## src/rtl/irq_ctrl_pkg.sv

```systemverilog
package irq_ctrl_pkg;
  localparam int unsigned DATA_W = 32;
  localparam int unsigned HALF_W = 16;
  localparam int unsigned ADDR_W = 3;
  localparam logic [ADDR_W-1:0] OFS_PEND = 3'd0;
  localparam logic [ADDR_W-1:0] OFS_ENAB = 3'd4;

  typedef enum logic [1:0] {
    SEL_NONE = 2'd0,
    SEL_PEND = 2'd1,
    SEL_ENAB = 2'd2
  } reg_sel_e;
endpackage

```

## src/rtl/irq_reg_decode.sv

```systemverilog
module irq_reg_decode
  import irq_ctrl_pkg::*;
(
  input  logic [ADDR_W-1:0] addr_i,
  input  logic              wr_en_i,
  output reg_sel_e          sel_o,
  output logic              wr_pend_o,
  output logic              wr_enab_o
);
  always_comb begin
    unique case (addr_i)
      OFS_PEND: sel_o = SEL_PEND;
      OFS_ENAB: sel_o = SEL_ENAB;
      default:  sel_o = SEL_NONE;
    endcase
  end

  assign wr_pend_o = wr_en_i && (sel_o == SEL_PEND);
  assign wr_enab_o = wr_en_i && (sel_o == SEL_ENAB);
endmodule

```

## src/rtl/irq_pend_bank.sv

```systemverilog
module irq_pend_bank
  import irq_ctrl_pkg::*;
#(
  parameter int unsigned NUM_SRC = 11
) (
  input  logic               clk_i,
  input  logic               rst_ni,
  input  logic [NUM_SRC-1:0] src_pulse_i,
  input  logic               wr_pend_i,
  input  logic               wr_half_i,
  input  logic [DATA_W-1:0]  wr_data_i,
  output logic [NUM_SRC-1:0] pend_o
);
  logic [NUM_SRC-1:0] pend_q;

  for (genvar k = 0; k < NUM_SRC; k++) begin : g_bit
    localparam bit UPPER = (k >= HALF_W);
    logic ack;
    // written zero clears, unless a half write leaves this bit out
    assign ack = wr_pend_i && !wr_data_i[k] && !(wr_half_i && UPPER);

    always_ff @(posedge clk_i or negedge rst_ni) begin
      if (!rst_ni)             pend_q[k] <= 1'b0;
      else if (src_pulse_i[k]) pend_q[k] <= 1'b1;
      else if (ack)            pend_q[k] <= 1'b0;
    end

    AST_PULSE_SETS: assert property (@(posedge clk_i) disable iff (!rst_ni)
      src_pulse_i[k] |=> pend_o[k]);
    AST_ACK_CLEARS: assert property (@(posedge clk_i) disable iff (!rst_ni)
      (wr_pend_i && !wr_half_i && !wr_data_i[k] && !src_pulse_i[k]) |=> !pend_o[k]);
    AST_ONES_KEEP: assert property (@(posedge clk_i) disable iff (!rst_ni)
      (pend_o[k] && !(wr_pend_i && !wr_data_i[k])) |=> pend_o[k]);
    AST_PULSE_WINS: assert property (@(posedge clk_i) disable iff (!rst_ni)
      (src_pulse_i[k] && wr_pend_i && !wr_data_i[k]) |=> pend_o[k]);
  end

  assign pend_o = pend_q;
endmodule

```

## src/rtl/irq_enab_reg.sv

```systemverilog
module irq_enab_reg
  import irq_ctrl_pkg::*;
#(
  parameter int unsigned NUM_SRC = 11
) (
  input  logic               clk_i,
  input  logic               rst_ni,
  input  logic               wr_enab_i,
  input  logic               wr_half_i,
  input  logic [DATA_W-1:0]  wr_data_i,
  output logic [NUM_SRC-1:0] enab_o
);
  logic [NUM_SRC-1:0] enab_q;

  for (genvar k = 0; k < NUM_SRC; k++) begin : g_bit
    localparam bit UPPER = (k >= HALF_W);
    logic load;
    assign load = wr_enab_i && !(wr_half_i && UPPER);

    always_ff @(posedge clk_i or negedge rst_ni) begin
      if (!rst_ni)   enab_q[k] <= 1'b0;
      else if (load) enab_q[k] <= wr_data_i[k];
    end
  end

  AST_ENAB_LOAD: assert property (@(posedge clk_i) disable iff (!rst_ni)
    (wr_enab_i && !wr_half_i) |=> enab_o == $past(wr_data_i[NUM_SRC-1:0]));
  AST_ENAB_HOLD: assert property (@(posedge clk_i) disable iff (!rst_ni)
    !wr_enab_i |=> $stable(enab_o));

  assign enab_o = enab_q;
endmodule

```

## src/rtl/irq_ctrl.sv

```systemverilog
module irq_ctrl
  import irq_ctrl_pkg::*;
#(
  parameter int unsigned NUM_SRC = 11
) (
  input  logic               clk_i,
  input  logic               rst_ni,
  input  logic [NUM_SRC-1:0] src_pulse_i,
  input  logic [ADDR_W-1:0]  addr_i,
  input  logic               wr_en_i,
  input  logic               wr_half_i,
  input  logic [DATA_W-1:0]  wr_data_i,
  output logic [DATA_W-1:0]  rd_data_o,
  output logic               irq_o
);
  localparam int unsigned PAD_W = DATA_W - NUM_SRC;

  reg_sel_e           sel;
  logic               wr_pend, wr_enab;
  logic [NUM_SRC-1:0] pend, enab;

  irq_reg_decode u_dec (
    .addr_i    (addr_i),
    .wr_en_i   (wr_en_i),
    .sel_o     (sel),
    .wr_pend_o (wr_pend),
    .wr_enab_o (wr_enab)
  );

  irq_pend_bank #(.NUM_SRC(NUM_SRC)) u_pend (
    .clk_i       (clk_i),
    .rst_ni      (rst_ni),
    .src_pulse_i (src_pulse_i),
    .wr_pend_i   (wr_pend),
    .wr_half_i   (wr_half_i),
    .wr_data_i   (wr_data_i),
    .pend_o      (pend)
  );

  irq_enab_reg #(.NUM_SRC(NUM_SRC)) u_enab (
    .clk_i     (clk_i),
    .rst_ni    (rst_ni),
    .wr_enab_i (wr_enab),
    .wr_half_i (wr_half_i),
    .wr_data_i (wr_data_i),
    .enab_o    (enab)
  );

  always_comb begin
    unique case (sel)
      SEL_PEND: rd_data_o = {{PAD_W{1'b0}}, pend};
      SEL_ENAB: rd_data_o = {{PAD_W{1'b0}}, enab};
      default:  rd_data_o = '0;
    endcase
  end

  assign irq_o = |(pend & enab);

  AST_IRQ_CAUSE: assert property (@(posedge clk_i) disable iff (!rst_ni)
    $rose(irq_o) |-> ($past(|src_pulse_i) || $past(wr_enab)));
  AST_IRQ_DROP: assert property (@(posedge clk_i) disable iff (!rst_ni)
    $fell(irq_o) |-> $past(wr_pend || wr_enab));
  AST_PEND_QUIET: assert property (@(posedge clk_i) disable iff (!rst_ni)
    (!wr_pend && src_pulse_i == '0) |=> $stable(pend));
endmodule

```

## config.mk

```make
export PLATFORM = sky130hd
export DESIGN_NAME = irq_ctrl
export DESIGN_NICKNAME = d
export VERILOG_FILES = /design/src/rtl/irq_ctrl_pkg.sv /design/src/rtl/irq_reg_decode.sv /design/src/rtl/irq_pend_bank.sv /design/src/rtl/irq_enab_reg.sv /design/src/rtl/irq_ctrl.sv
export SDC_FILE = /design/constraint.sdc
export NUM_CORES = 1
export LEC_CHECK = 0
export BUFFER_PORTS_ARGS = -buffer_cell sky130_fd_sc_hd__clkbuf_2
export CAP_MARGIN = 40
export CORE_UTILIZATION = 42
export CTS_CLUSTER_SIZE = 16
export DETAILED_ROUTE_END_ITERATION = 8
export PLACE_DENSITY = 0.85
export SKIP_CTS_REPAIR_TIMING = 1
export SYNTH_ARGS = -nofsm -noshare
export SYNTH_HDL_FRONTEND = slang
export SYNTH_SLANG_ARGS = --single-unit
```

## constraint.sdc

```tcl
create_clock -name clk_i -period 1.26 [get_ports clk_i]
set_input_delay 0.063 -clock clk_i [delete_from_list [all_inputs] [get_ports clk_i]]
set_output_delay 0.063 -clock clk_i [all_outputs]
set_load 0.1 [all_outputs]
```

* After elaboration in Yosys (flattened, before gate mapping)
Index checks and enable logic that the tools add are counted.
** Storage, ports and cells
- Bits in registers :: 22
- Output and inout port bits :: 33
- Bits of input ports :: 50
- Word-level logic and storage cells :: 87
** Cells by class
- Mux-type cells :: 24
- Bitwise logic cells :: 1
- Equality and inequality tests :: 3
- Reductions and logical operators :: 37
** Operator list (number)
- 1-bit two-way mux :: 22
- 11-bit one-hot mux with 2 select lines :: 1
- 2-bit nonzero test :: 11
- 1-bit logical AND :: 13
- 11-bit bitwise AND :: 1
- 1-bit logical NOT :: 11
- 11-bit OR reduction :: 1
- 2-bit one-hot mux with 2 select lines :: 1
- 3-bit == test (second input constant) :: 1
- 3-bit logical NOT :: 1
- 2-bit by 1-bit == test with 1-bit output (second input constant) :: 1
- 2-bit == test (second input constant) :: 1

* Longest topological paths before layout
Gate-level depths: netlist of the first run.
- Word-level depth :: 7
- Depth in mapped cells :: 5
- Mapped depth without buffers :: 4

* Cells and area by module
Synthesis of the first run repeated with hierarchy kept, for this count alone.
** Unflattened totals
- Cell total of the unflattened synthesis :: 119
- Area, all modules :: 1312.5 um^2
** By module, submodules not included
- irq_enab_reg :: cells an instance 23, instances 1, sequential area each 275.3 um^2, area each 447.9 um^2
- irq_pend_bank :: cells an instance 34, instances 1, sequential area each 275.3 um^2, area each 434.2 um^2
- irq_ctrl :: cells an instance 58, instances 1, sequential area each 0.0 um^2, area each 390.4 um^2
- irq_reg_decode :: cells an instance 4, instances 1, sequential area each 0.0 um^2, area each 40.0 um^2

* Worst setup path before layout of the first run
No wires, ideal clock.
- Path kind :: input port to output port
- Start :: input addr_i[1]
- End :: output rd_data_o[0]
- Stages :: 3
- Setup slack :: -0.572 ns
- Required time :: 1.197 ns
- Buffers on the path :: 1
- Arrival :: 1.769 ns
- Cells stage by stage :: or2_1 -> clkbuf_1 -> nor2_1
** Between the ends
- Word-level cells in the longest chain between the ends :: 4
- Elaborated cells on any way between the ends :: 6
- Those cells by class :: 3 x eq/ne; 2 x mux; 1 x reduce/logical
** RTL lines
- start, declared :: line irq_ctrl.sv:9 : input logic [ADDR_W-1:0] addr_i,
- 3-bit == test or 3-bit logical NOT (tied branches) :: line irq_reg_decode.sv:11 : unique case (addr_i)
- 2-bit one-hot mux with 2 select lines (*) :: line irq_reg_decode.sv:11
- 2-bit == test or 2-bit by 1-bit == test with 1-bit output (tied branches) :: line irq_ctrl.sv:50 : unique case (sel)
- 11-bit one-hot mux with 2 select lines (*) :: line irq_ctrl.sv:50
- end, declared :: line irq_ctrl.sv:13 : output logic [DATA_W-1:0] rd_data_o,
Mark *: on every way between the ends. The rest lies on a longest branch, timed or not.

* Worst setup path in the final report of the first run
- Start :: register u_enab.enab_q[9], in the netlist u_enab.enab_o[9]
- End :: output irq_o
** Between the ends
- Word-level cells in the longest chain between the ends :: 2
** RTL lines
- start, declared :: line irq_enab_reg.sv:13 : logic [NUM_SRC-1:0] enab_q;
- start signal, assigned by index :: line irq_enab_reg.sv:22 : else if (load) enab_q[k] <= wr_data_i[k];
- 11-bit bitwise AND :: line irq_ctrl.sv:57 : assign irq_o = |(pend & enab);
- 11-bit OR reduction :: line irq_ctrl.sv:57
- end, declared :: line irq_ctrl.sv:14 : output logic irq_o
No other way between the ends.

==> results by group, run 1 <==
Timing
  – Fin crit share: 130%
  – Slew Viols, Final: 0
  – Final hold viol count: 0
  – FMAX: just over 600 MHz
  – Worst slew margin: 57.4%
  – Min Tclk post-route: 1.64 ns
  – Finish-stage setup viols: 8
  – Layout Skew: 0 ns
  – Pin slew with the least headroom to its limit: 0.639 ns
  – RSZ-0062 raised after global routing: true
  – Worst Slack Setup Final: -0.382 ns

Logic synthesis
  – Xor-xnor portion of the synthesized cell area: 0%
  – Synthesis Warnings: 0
  – Yosys top cell area share: 43.5%
  – Cell Area, Synth: 1270 µm²
  – Synth Area per Inst: 11.1 µm²
  – Largest family of logic cells by synthesized area: multiplexers
  – Synth Area in Adders: 0%
  – Distinct cell type count after synthesis: 21
  – Post-Synth Simple-Gate Area: 11.8%
  – Synth Area in Compound Gates: 7.71%
  – Area leader, netlist: dfrtp_1
  – Seq cells post-synth: 22
  – Top cells by area, synth: dfrtp_1 43%, buf_4 13%, mux2_4 12%
  – Post-synthesis mux area share: 21.4%
  – Seq/Total Area, Yosys: 43.5%
  – Synthesized instance count: 114

Finish
  – Number of diodes: 0
  – Post-Layout Cell Count: around 220
  – Most frequent cells in the layout: 27 x clkbuf_2, 26 x dlygate4sd3_1, 22 x dfrtp_1
  – Commonest non-fill, non-tap cell in the layout: clkbuf_2
  – Layout cell share with drive strength beyond 1: a little over two fifths
  – Final net count: 241
  – Area growth syn-to-layout: 58.7%

Clocking
  – Clock Sinks: 22
  – CTS tree: yes
  – Num CTS Buffers: 3
  – Worst skew pair latency: 0.31 ns
  – Max clock buf depth: 2
  – Htree depth: 1
  – Clk slew on worst S/H paths: 0.12 ns
  – Clk root buf: clkbuf_4

Worst hold path
  – Path type of the worst min-delay path: input pin to flip-flop
  – Worst hold path cell count: 2

Placed design
  – Worst slack, placed: -0.0537 ns
  – Routability Congestion: 0.775
  – Buffers on Ports: 39
  – Dpl hpwl: just under 2 mm
  – Placed insts: approximately 190

Drt
  – ANT nets after route: 0
  – Drt wl/cell: 13.8 µm
  – DRT Pass-1 Iters: 6
  – DRT iter0 DRCs: 32
  – Residual DRC count: 13
  – DR vias: 1,066
  – Via-to-Cell Ratio: between 4 and 5
  – Final WL: around 3 mm

Die
  – Die X: about 57 µm
  – Total die area: about 3200 µm²
  – DIE HEIGHT: ~57 µm
  – Core area: between 2000 and 3000 µm²
  – I/O pins: 83
  – Initial Utilization: 45.1%
  – Core Rows: 19

Pwr
  – Power Internal: 1.39 mW
  – Seq pwr share: 37.1%
  – Sw power: between 0.9 and 1 mW
  – Clock Power Share: 16.7%
  – Leakage power: ~0.93 nW
  – Power Density: roughly 1200 nW/µm²
  – Switching share of total power: between 40% and 50%
  – VDD IR max: 902 µV
  – Combinational share of power: between 40% and 50%

Setup path
  – Worst Path Max Fanout: 2
  – Critical Path Start Type: flip-flop
  – Crit. path cell count: 5
  – CP Capture Type: primary output
  – WS Path Type: flip-flop to primary output
  – CP max-delay cell: dfrtp_1
  – Buffer and inverter count on the worst path: 1
  – Worst path cell trace: a22o_1 -> a221oi_2 -> and3_4 -> nand2_4 -> buf_12
  – Crit path max-delay family: compound AO/OA/AOI/OAI gates
  – Cells on worst reg2reg path: 3
  – CP peak stage delay: 0.40 ns
  – Worst EP arrival: about 1.6 ns
  – CP required: roughly 1.2 ns

Global route
  – First-pass GRT wire length: 4.18 mm
  – Initial antenna violation count: 0
  – Grt total ovfl: 0
  – Largest net degree at the start of global routing: 23
  – Vias in the first global route: 949
  – GRT Total Usage: 16.6%

Job
  – Max Cap Viol: 0

Outcome
  – Failing checks: DRC, setup timing
  – Status: finished with violations
[power by group through the flow]
| stage | clock, mW | combinational (mW) | sequential (mW) |
|---|---|---|---|
| floorplan | 0 | 0.760 | 0.853 |
| global placement | 0 | 0.931 | 0.862 |
| detailed placement | 0 | 0.947 | 0.875 |
| CTS | 0.397 | 0.949 | 0.860 |
| global route | 0.438 | 1.13 | 0.875 |
| finish | 0.390 | 1.08 | 0.864 |
[worst paths after layout]
check	from	endpoint	slack (ns)
max	u_enab.enab_o[9]$_DFFE_PN0P_	irq_o	-0.38
min	wr_data_i[6]	u_enab.enab_o[6]$_DFFE_PN0P_	0.02
max reg2reg	u_pend.pend_o[4]$_DFFE_PN0P_	u_pend.pend_o[4]$_DFFE_PN0P_	-0.02
min reg2reg	u_enab.enab_o[8]$_DFFE_PN0P_	u_enab.enab_o[8]$_DFFE_PN0P_	0.54
max in group asynchronous	rst_ni	u_enab.enab_o[10]$_DFFE_PN0P_	0.63
min in group asynchronous	rst_ni	u_enab.enab_o[5]$_DFFE_PN0P_	0.25
[area by class of cell]
cell class / count / area (µm²)
clock buffers: 4 / 36.3
fillers: 206 / 796
multi-input cells: 87 / 651
flip-flops and latches: 22 / 551
well taps: 31 / 38.8
repair buffers: 77 / 733
[flip-flops by register name, summed over array words and instances, names as in the netlist]
register	cells
u_enab.enab_o	11
u_pend.pend_o	11
[Yosys cell counts]
cell and number:
a221oi_1 1, a222oi_1 1, a22o_1 1, a22oi_1 2, and3_1 1, and3_4 1, buf_12 1, buf_2 1
buf_4 22, clkbuf_1 1, conb_1 1, dfrtp_1 22, mux2_1 1, mux2_4 10, mux2i_1 11, nand2_1 1
nand2b_1 11, nand3b_1 1, nor2_1 12, o21ai_1 11, or2_1 1
[per-layer routing]
layer  GRT usage [%]  wire, µm
met1            21.5      1250
met2            27.9      1570
met3            5.07       197
met4            2.79        25
met5               0         0
[through the flow]
step,total power [mW],setup TNS (ns),area (µm²),utilization [%],hold slack (ns)
finish,2.33,-0.752,2010,71.6,0.0160
global route,2.44,-1.50,2010,71.6,0.00887
CTS,2.21,-0.603,1690,60.3,-0.273
detailed placement,1.82,-0.0537,1660,59.1,0.0785
global placement,1.79,-0.0645,1660,59.1,0.0538
floorplan,1.61,-2.43,1380,-,-0.233
[logic make-up (layout without fill, tap and decap cells)]
kind of cell	after synthesis	count (layout)
multiplexers	22	22
AND/OR/NAND/NOR	28	28
buffers and inverters	25	81
AO/OA/AOI/OAI	16	16
other	1	21
flip-flops	22	22
Power figures use the tool's default switching activity.
==> run 2, diff against run 1 <==
CELL_PAD_IN_SITES_DETAIL_PLACEMENT = 1   (was unset)
CELL_PAD_IN_SITES_GLOBAL_PLACEMENT = 1   (was unset)
CORE_UTILIZATION = 30   (was 42)
PLACE_DENSITY = 0.84   (was 0.85)
==> run 2 against run 1 <==
The flow finishes with violations (hold timing, setup timing). Global-route usage is 2.8 points lower. Final area is 8.3% lower. Wire length is 1.7% higher. Fmax hardly changed. Cell count is 1.8% lower. Combinational power is 8% lower. Clock power is 10% higher. Sequential power hardly changed. Die area is 38% higher. Register-to-register slack better by 0.39 ns. Flip-flop and latch count stayed put.
==> results by group, run 2 (same netlist as run 1, synthesis figures left out) <==
Die
  – Die X: 67.0 µm (+18%)
  – Total die area: 4480 µm² (+38%)
  – I/O pins: 83 (unchanged)
  – DIE HEIGHT: 67.0 µm (+18%)
  – Core Rows: 23 (+4)
  – Initial Utilization: 31.4% (-14 points)
  – Core area: 4030 µm² (+44%)

Setup path
  – Worst EP arrival: 1.58 ns (about the same)
  – Worst Path Max Fanout: 2 (unchanged)
  – CP required: 1.20 ns (about the same)
  – R2r startpoint: u_enab.enab_o[9]$_DFFE_PN0P_
  – R2R Setup Slk: 0.37 ns (+0.39 ns)
  – CP endpoint: irq_o
  – Worst flop-to-flop path endpoint: u_enab.enab_o[9]$_DFFE_PN0P_
  – Crit path from: u_pend.pend_o[9]$_DFFE_PN0P_
  – Critical Path Start Type: flip-flop
  – WS Path Type: flip-flop to primary output
  – Cells on worst reg2reg path: 2 (-1)
  – CP Capture Type: primary output

Global route
  – Largest net degree at the start of global routing: 23 (unchanged)
  – Grt total ovfl: 0 (unchanged)
  – GRT Total Usage: 13.8% (-2.8 points)
  – Met3 usage: 2.57% (-2.5 points)
  – Initial antenna violation count: 0 (unchanged)
  – Vias in the first global route: 972 (+2.4%)
  – GR peak layer: met2
  – GR Layer Usage met1: 18.6% (-2.9 points)
  – First-pass GRT wire length: 4.61 mm (+10%)
  – Met2 usage: 23.1% (-4.8 points)

Placed design
  – Dpl hpwl: 2.32 mm (+17%)
  – Buffers on Ports: 39 (unchanged)
  – Routability Congestion: 0.753 (-2.8%)

Outcome
  – Status: finished with violations
  – Failing checks: hold timing, setup timing

Timing
  – Min Tclk post-route: 1.64 ns (-0.000799 ns)
  – Setup TNS: -0.382 ns (+0.370 ns)
  – Finish-stage setup viols: 2 (-6)
  – Fin Hold WS: -0.00871 ns (-0.0247 ns)
  – Final hold viol count: 1 (+1)
  – Worst slew margin: 61.9% (+4.5 points)
  – Fin crit share: 130% (about the same)
  – RSZ-0062 raised after global routing: true
  – Worst Slack Setup Final: -0.381 ns (+0.000799 ns)
  – Layout Skew: 0 ns (unchanged)
  – Slew Viols, Final: 0 (unchanged)
  – FMAX: 609 MHz (about the same)
  – Pin slew with the least headroom to its limit: 0.571 ns (-0.0677 ns)

Drt
  – ANT nets after route: 0 (unchanged)
  – Residual DRC count: 0 (-13)
  – Final WL: 3.09 mm (+1.7%)
  – DR vias: 954 (-11%)
  – Drt wl/cell: 14.2 µm (+3.6%)
  – DRT Pass-1 Iters: 4 (-2)
  – Via-to-Cell Ratio: 4.40 (-8.9%)
  – DRT iter0 DRCs: 17 (-47%)

Finish
  – Number of diodes: 0 (unchanged)
  – Fillers: 458 (+120%)
  – Final net count: 219 (-9.1%)
  – Commonest non-fill, non-tap cell in the layout: clkbuf_2
  – Register area: 551 µm² (unchanged)
  – Area growth syn-to-layout: 45.6%
  – Most frequent cells in the layout: 27 x clkbuf_2, 22 x dfrtp_1, 21 x conb_1
  – Area of the multi-input gates: 656 µm² (+0.77%)
  – Layout cell share with drive strength beyond 1: 46.1% (+2.9 points)

Clocking
  – Clk root buf: clkbuf_8
  – CTS tree: yes
  – Worst skew pair latency: 0.26 ns (-0.05 ns)
  – Clk slew on worst S/H paths: 0.08 ns (-0.04 ns)
  – Clock Sinks: 22 (unchanged)
  – Htree depth: 1 (unchanged)
  – Num CTS Buffers: 3 (unchanged)
  – Max clock buf depth: 2 (unchanged)

Pwr
  – VDD IR max: 364 µV (-60%)
  – Total power: 2.29 mW (-1.9%)
  – Leakage power: 0.851 nW (-8.3%)
  – Power Density: 1240 nW/µm² (+6.9%)

Worst hold path
  – Path type of the worst min-delay path: input pin to flip-flop
  – HP Start: src_pulse_i[10]

Job
  – Max Cap Viol: 0 (unchanged)
run 2: cell count changes in the layout (fill, tap and decap cells not counted), sizes merged:
cell and delta:
buf -3, clkbuf -1, dlygate4sd3 -19
run 2: where the power goes:
group / leakage [nW] / internal, mW / switching (mW)
Combinational: 0.599 / 0.356 / 0.640
Clock: 0.0216 / 0.213 / 0.215
Sequential: 0.230 / 0.792 / 0.0700
run 2: cell type report:
cell class                 count  area share, %
sequential                    22           29.9
timing repair buffer          55           28.9
tap                           50           3.39
multi-input combinational     87           35.6
clock buffer                   3           2.24
run 2: worst min path at each step:
stage,slack [ns],depth (start not counted),to
2_1_floorplan,-0.23,0,u_enab.enab_o[0]$_DFFE_PN0P_
3_3_place_gp,0.07,1,u_pend.pend_o[5]$_DFFE_PN0P_
3_5_place_dp,0.08,1,u_pend.pend_o[0]$_DFFE_PN0P_
4_1_cts,-0.20,1,u_pend.pend_o[0]$_DFFE_PN0P_
5_1_grt,0.003,2,u_pend.pend_o[10]$_DFFE_PN0P_
6_report,-0.009,2,u_pend.pend_o[10]$_DFFE_PN0P_
run 2: per-layer routing:
metal | part of all wire [%] | wire length, µm
met1 | 44 | 1370
met2 | 51 | 1560
met5 | 0 | 0
met3 | 4.5 | 138
met4 | 0.58 | 18
run 2: metrics by stage:
step                      std cells  utilization, %  cell area, µm²  setup WS, ns  hold slack (ns)
after floorplan                 134               -            1380        -0.242           -0.233
after global placement          207            42.2            1700        -0.145           0.0736
after detailed placement        207            42.2            1700        -0.192           0.0790
after CTS                       210            43.2            1740        -0.473           -0.204
after global routing            217            45.7            1840        -0.416          0.00346
final                           217            45.7            1840        -0.381         -0.00871
run 2: critical path: stages (launching register included):
cell and delay (ns):
dfrtp_1 0.40, a22o_1 0.23, a221oi_2 0.24, and3_4 0.24, nand2_4 0.05, buf_12 0.16
==> run 3, diff against run 2 <==
--- a/config.mk
+++ b/config.mk
@@ -10,8 +10,8 @@
 export CELL_PAD_IN_SITES_DETAIL_PLACEMENT = 1
 export CELL_PAD_IN_SITES_GLOBAL_PLACEMENT = 1
-export CORE_UTILIZATION = 30
+export CORE_UTILIZATION = 27
 export CTS_CLUSTER_SIZE = 16
 export DETAILED_ROUTE_END_ITERATION = 8
-export PLACE_DENSITY = 0.84
+export PLACE_DENSITY = 0.81
 export SKIP_CTS_REPAIR_TIMING = 1
 export SYNTH_ARGS = -nofsm -noshare
==> constraint.sdc (replaced) <==
create_clock -name clk_i -period 1.5 [get_ports clk_i]
set_input_delay 0.225 -clock clk_i [delete_from_list [all_inputs] [get_ports clk_i]]
set_output_delay 0.225 -clock clk_i [all_outputs]
set_load 0.1 [all_outputs]
==> run 3 against run 2 <==
The flow finishes with violations (DRC, setup timing). Critical path depth is the same. Sequential power shrank 16%. Clock power is essentially flat. Utilization shrank 5.4 points. Sequential share of layout area grew 0.86 points. Final area shrank 2.8%. Via count shrank 1.2%. Cell count shrank 0.46%. Clock skew is the same. Total power shrank 14%. Clock-buffer cell count grew 1. Highest routed layer unchanged.
==> results by group, run 3 (same netlist as run 1, synthesis figures left out) <==
Setup path
  – Worst EP arrival: 1.58 ns (about the same)
  – WS Path Type: flip-flop to primary output
  – Worst Path Max Fanout: 2 (unchanged)
  – Critical Path Start Type: flip-flop
  – CP Capture Type: primary output
  – CP required: 1.27 ns (+0.07 ns)

Global route
  – Vias in the first global route: 1,013 (+4.2%)
  – Grt total ovfl: 0 (unchanged)
  – Initial antenna violation count: 0 (unchanged)
  – Largest net degree at the start of global routing: 23 (unchanged)
  – GRT Total Usage: 12.7% (-1.1 points)
  – First-pass GRT wire length: 4.82 mm (+4.5%)

Clocking
  – Clk root buf: clkbuf_8
  – CTS tree: yes
  – Num CTS Buffers: 3 (unchanged)
  – Max clock buf depth: 2 (unchanged)
  – Clk slew on worst S/H paths: 0.08 ns (about the same)
  – Clock Sinks: 22 (unchanged)
  – Worst skew pair latency: 0.27 ns (about the same)
  – Htree depth: 1 (unchanged)

Die
  – I/O pins: 83 (unchanged)
  – Total die area: 4970 µm² (+11%)
  – Die X: 70.5 µm (+5.2%)
  – DIE HEIGHT: 70.5 µm (+5.2%)
  – Core area: 4440 µm² (+10%)
  – Core Rows: 24 (+4.3%)
  – Initial Utilization: 28.5% (-2.9 points)

Timing
  – Min Tclk post-route: 1.81 ns
  – RSZ-0062 raised after global routing: true
  – Slew Viols, Final: 0 (unchanged)
  – Worst Slack Setup Final: -0.310 ns (+0.0717 ns)
  – Pin slew with the least headroom to its limit: 0.557 ns (-0.0141 ns)
  – Fin crit share: 121%
  – Final hold viol count: 0 (-1)
  – Finish-stage setup viols: 2 (unchanged)
  – Setup TNS: -0.366 ns (+0.0151 ns)
  – FMAX: 553 MHz
  – Layout Skew: 0 ns (unchanged)
  – Worst slew margin: 62.9% (+0.94 points)

Placed design
  – Routability Congestion: 0.749 (-0.50%)
  – Dpl hpwl: 2.26 mm (-2.5%)
  – Buffers on Ports: 39 (unchanged)

Job
  – Max Cap Viol: 0 (unchanged)

Finish
  – Commonest non-fill, non-tap cell in the layout: clkbuf_2
  – Layout cell share with drive strength beyond 1: 48.2% (+2.1 points)
  – Most frequent cells in the layout: 27 x clkbuf_2, 22 x dfrtp_1, 21 x conb_1
  – Area growth syn-to-layout: 41.5%
  – Number of diodes: 0 (unchanged)
  – Final net count: 215 (-1.8%)
  – Final Core Density: 40.3% (-5.4 points)

Drt
  – DR vias: 943 (-1.2%)
  – Via-to-Cell Ratio: 4.37 (-0.70%)
  – DRT iter0 DRCs: 44 (+27)
  – Final WL: 2.90 mm (-6.1%)
  – ANT nets after route: 0 (unchanged)
  – Drt wl/cell: 13.4 µm (-5.6%)
  – Residual DRC count: 10 (+10)
  – DRT Pass-1 Iters: 6 (+2)

Pwr
  – Power Density: 1090 nW/µm² (-12%)
  – Leakage power: 0.827 nW (-2.8%)
  – VDD IR max: 437 µV (+20%)

Worst hold path
  – Path type of the worst min-delay path: input pin to flip-flop

Outcome
  – Failing checks: DRC, setup timing
  – Status: finished with violations
run 3: changes by cell type in the layout (fill, tap and decap cells not counted), sizes merged:
cell / previous run / this run
buf: 21 / 23
dlygate4sd3: 7 / 1
clkbuf: 30 / 31
run 3: final timing paths:
path	end	cells after the start	startpoint	slack, ns
hold reg to reg	u_enab.enab_o[8]$_DFFE_PN0P_	1	u_enab.enab_o[8]$_DFFE_PN0P_	0.53
setup / recovery	irq_o	5	u_enab.enab_o[9]$_DFFE_PN0P_	-0.31
max in group asynchronous	u_pend.pend_o[2]$_DFFE_PN0P_	2	rst_ni	0.66
min in group asynchronous	u_pend.pend_o[4]$_DFFE_PN0P_	2	rst_ni	0.47
setup reg to reg	u_enab.enab_o[9]$_DFFE_PN0P_	3	u_enab.enab_o[9]$_DFFE_PN0P_	0.50
hold / removal	u_pend.pend_o[0]$_DFFE_PN0P_	2	src_pulse_i[0]	0.14
run 3: cell type report:
cell class	count	area, µm²
timing repair buffer	51	479
multi-input combinational	87	642
fill	502	2650
clock buffer	4	55.1
sequential	22	551
tap	52	65.1
run 3: per-layer routing:
metal  vias up  global-route usage (%)  share of wire, %
li1        448                       -                 -
met1       458                    13.9                39
met2        33                    23.6                53
met3         4                    3.90               6.8
met4         0                    3.40               1.0
met5         -                       0                 0
run 3: stage by stage:
step / instance area (µm²) / worst slack [ns] / power [mW] / hold WS (ns) / cells
final: 1790 / -0.310 / 1.96 / 0.142 / 216
after global placement: 1690 / -0.0408 / 1.51 / 0.230 / 209
after CTS: 1750 / -0.362 / 1.96 / -0.0438 / 213
after global routing: 1790 / -0.381 / 2.04 / 0.139 / 216
after detailed placement: 1690 / -0.0446 / 1.52 / 0.248 / 209
after floorplan: 1380 / -0.266 / 1.36 / -0.0706 / 134
run 3: critical path, cell delays in order (launching register included):
cell and delay, ns:
dfrtp_1 0.39, a22o_1 0.27, a221oi_2 0.17, and3_1 0.22, nand2_2 0.08, buf_12 0.19
run 3: power breakdown:
part / switching [mW] / leakage [nW] / internal [mW]
clock: 0.192 / 0.0288 / 0.234
sequential: 0.0594 / 0.230 / 0.665
combinational: 0.527 / 0.568 / 0.284
total: 0.779 / 0.827 / 1.18
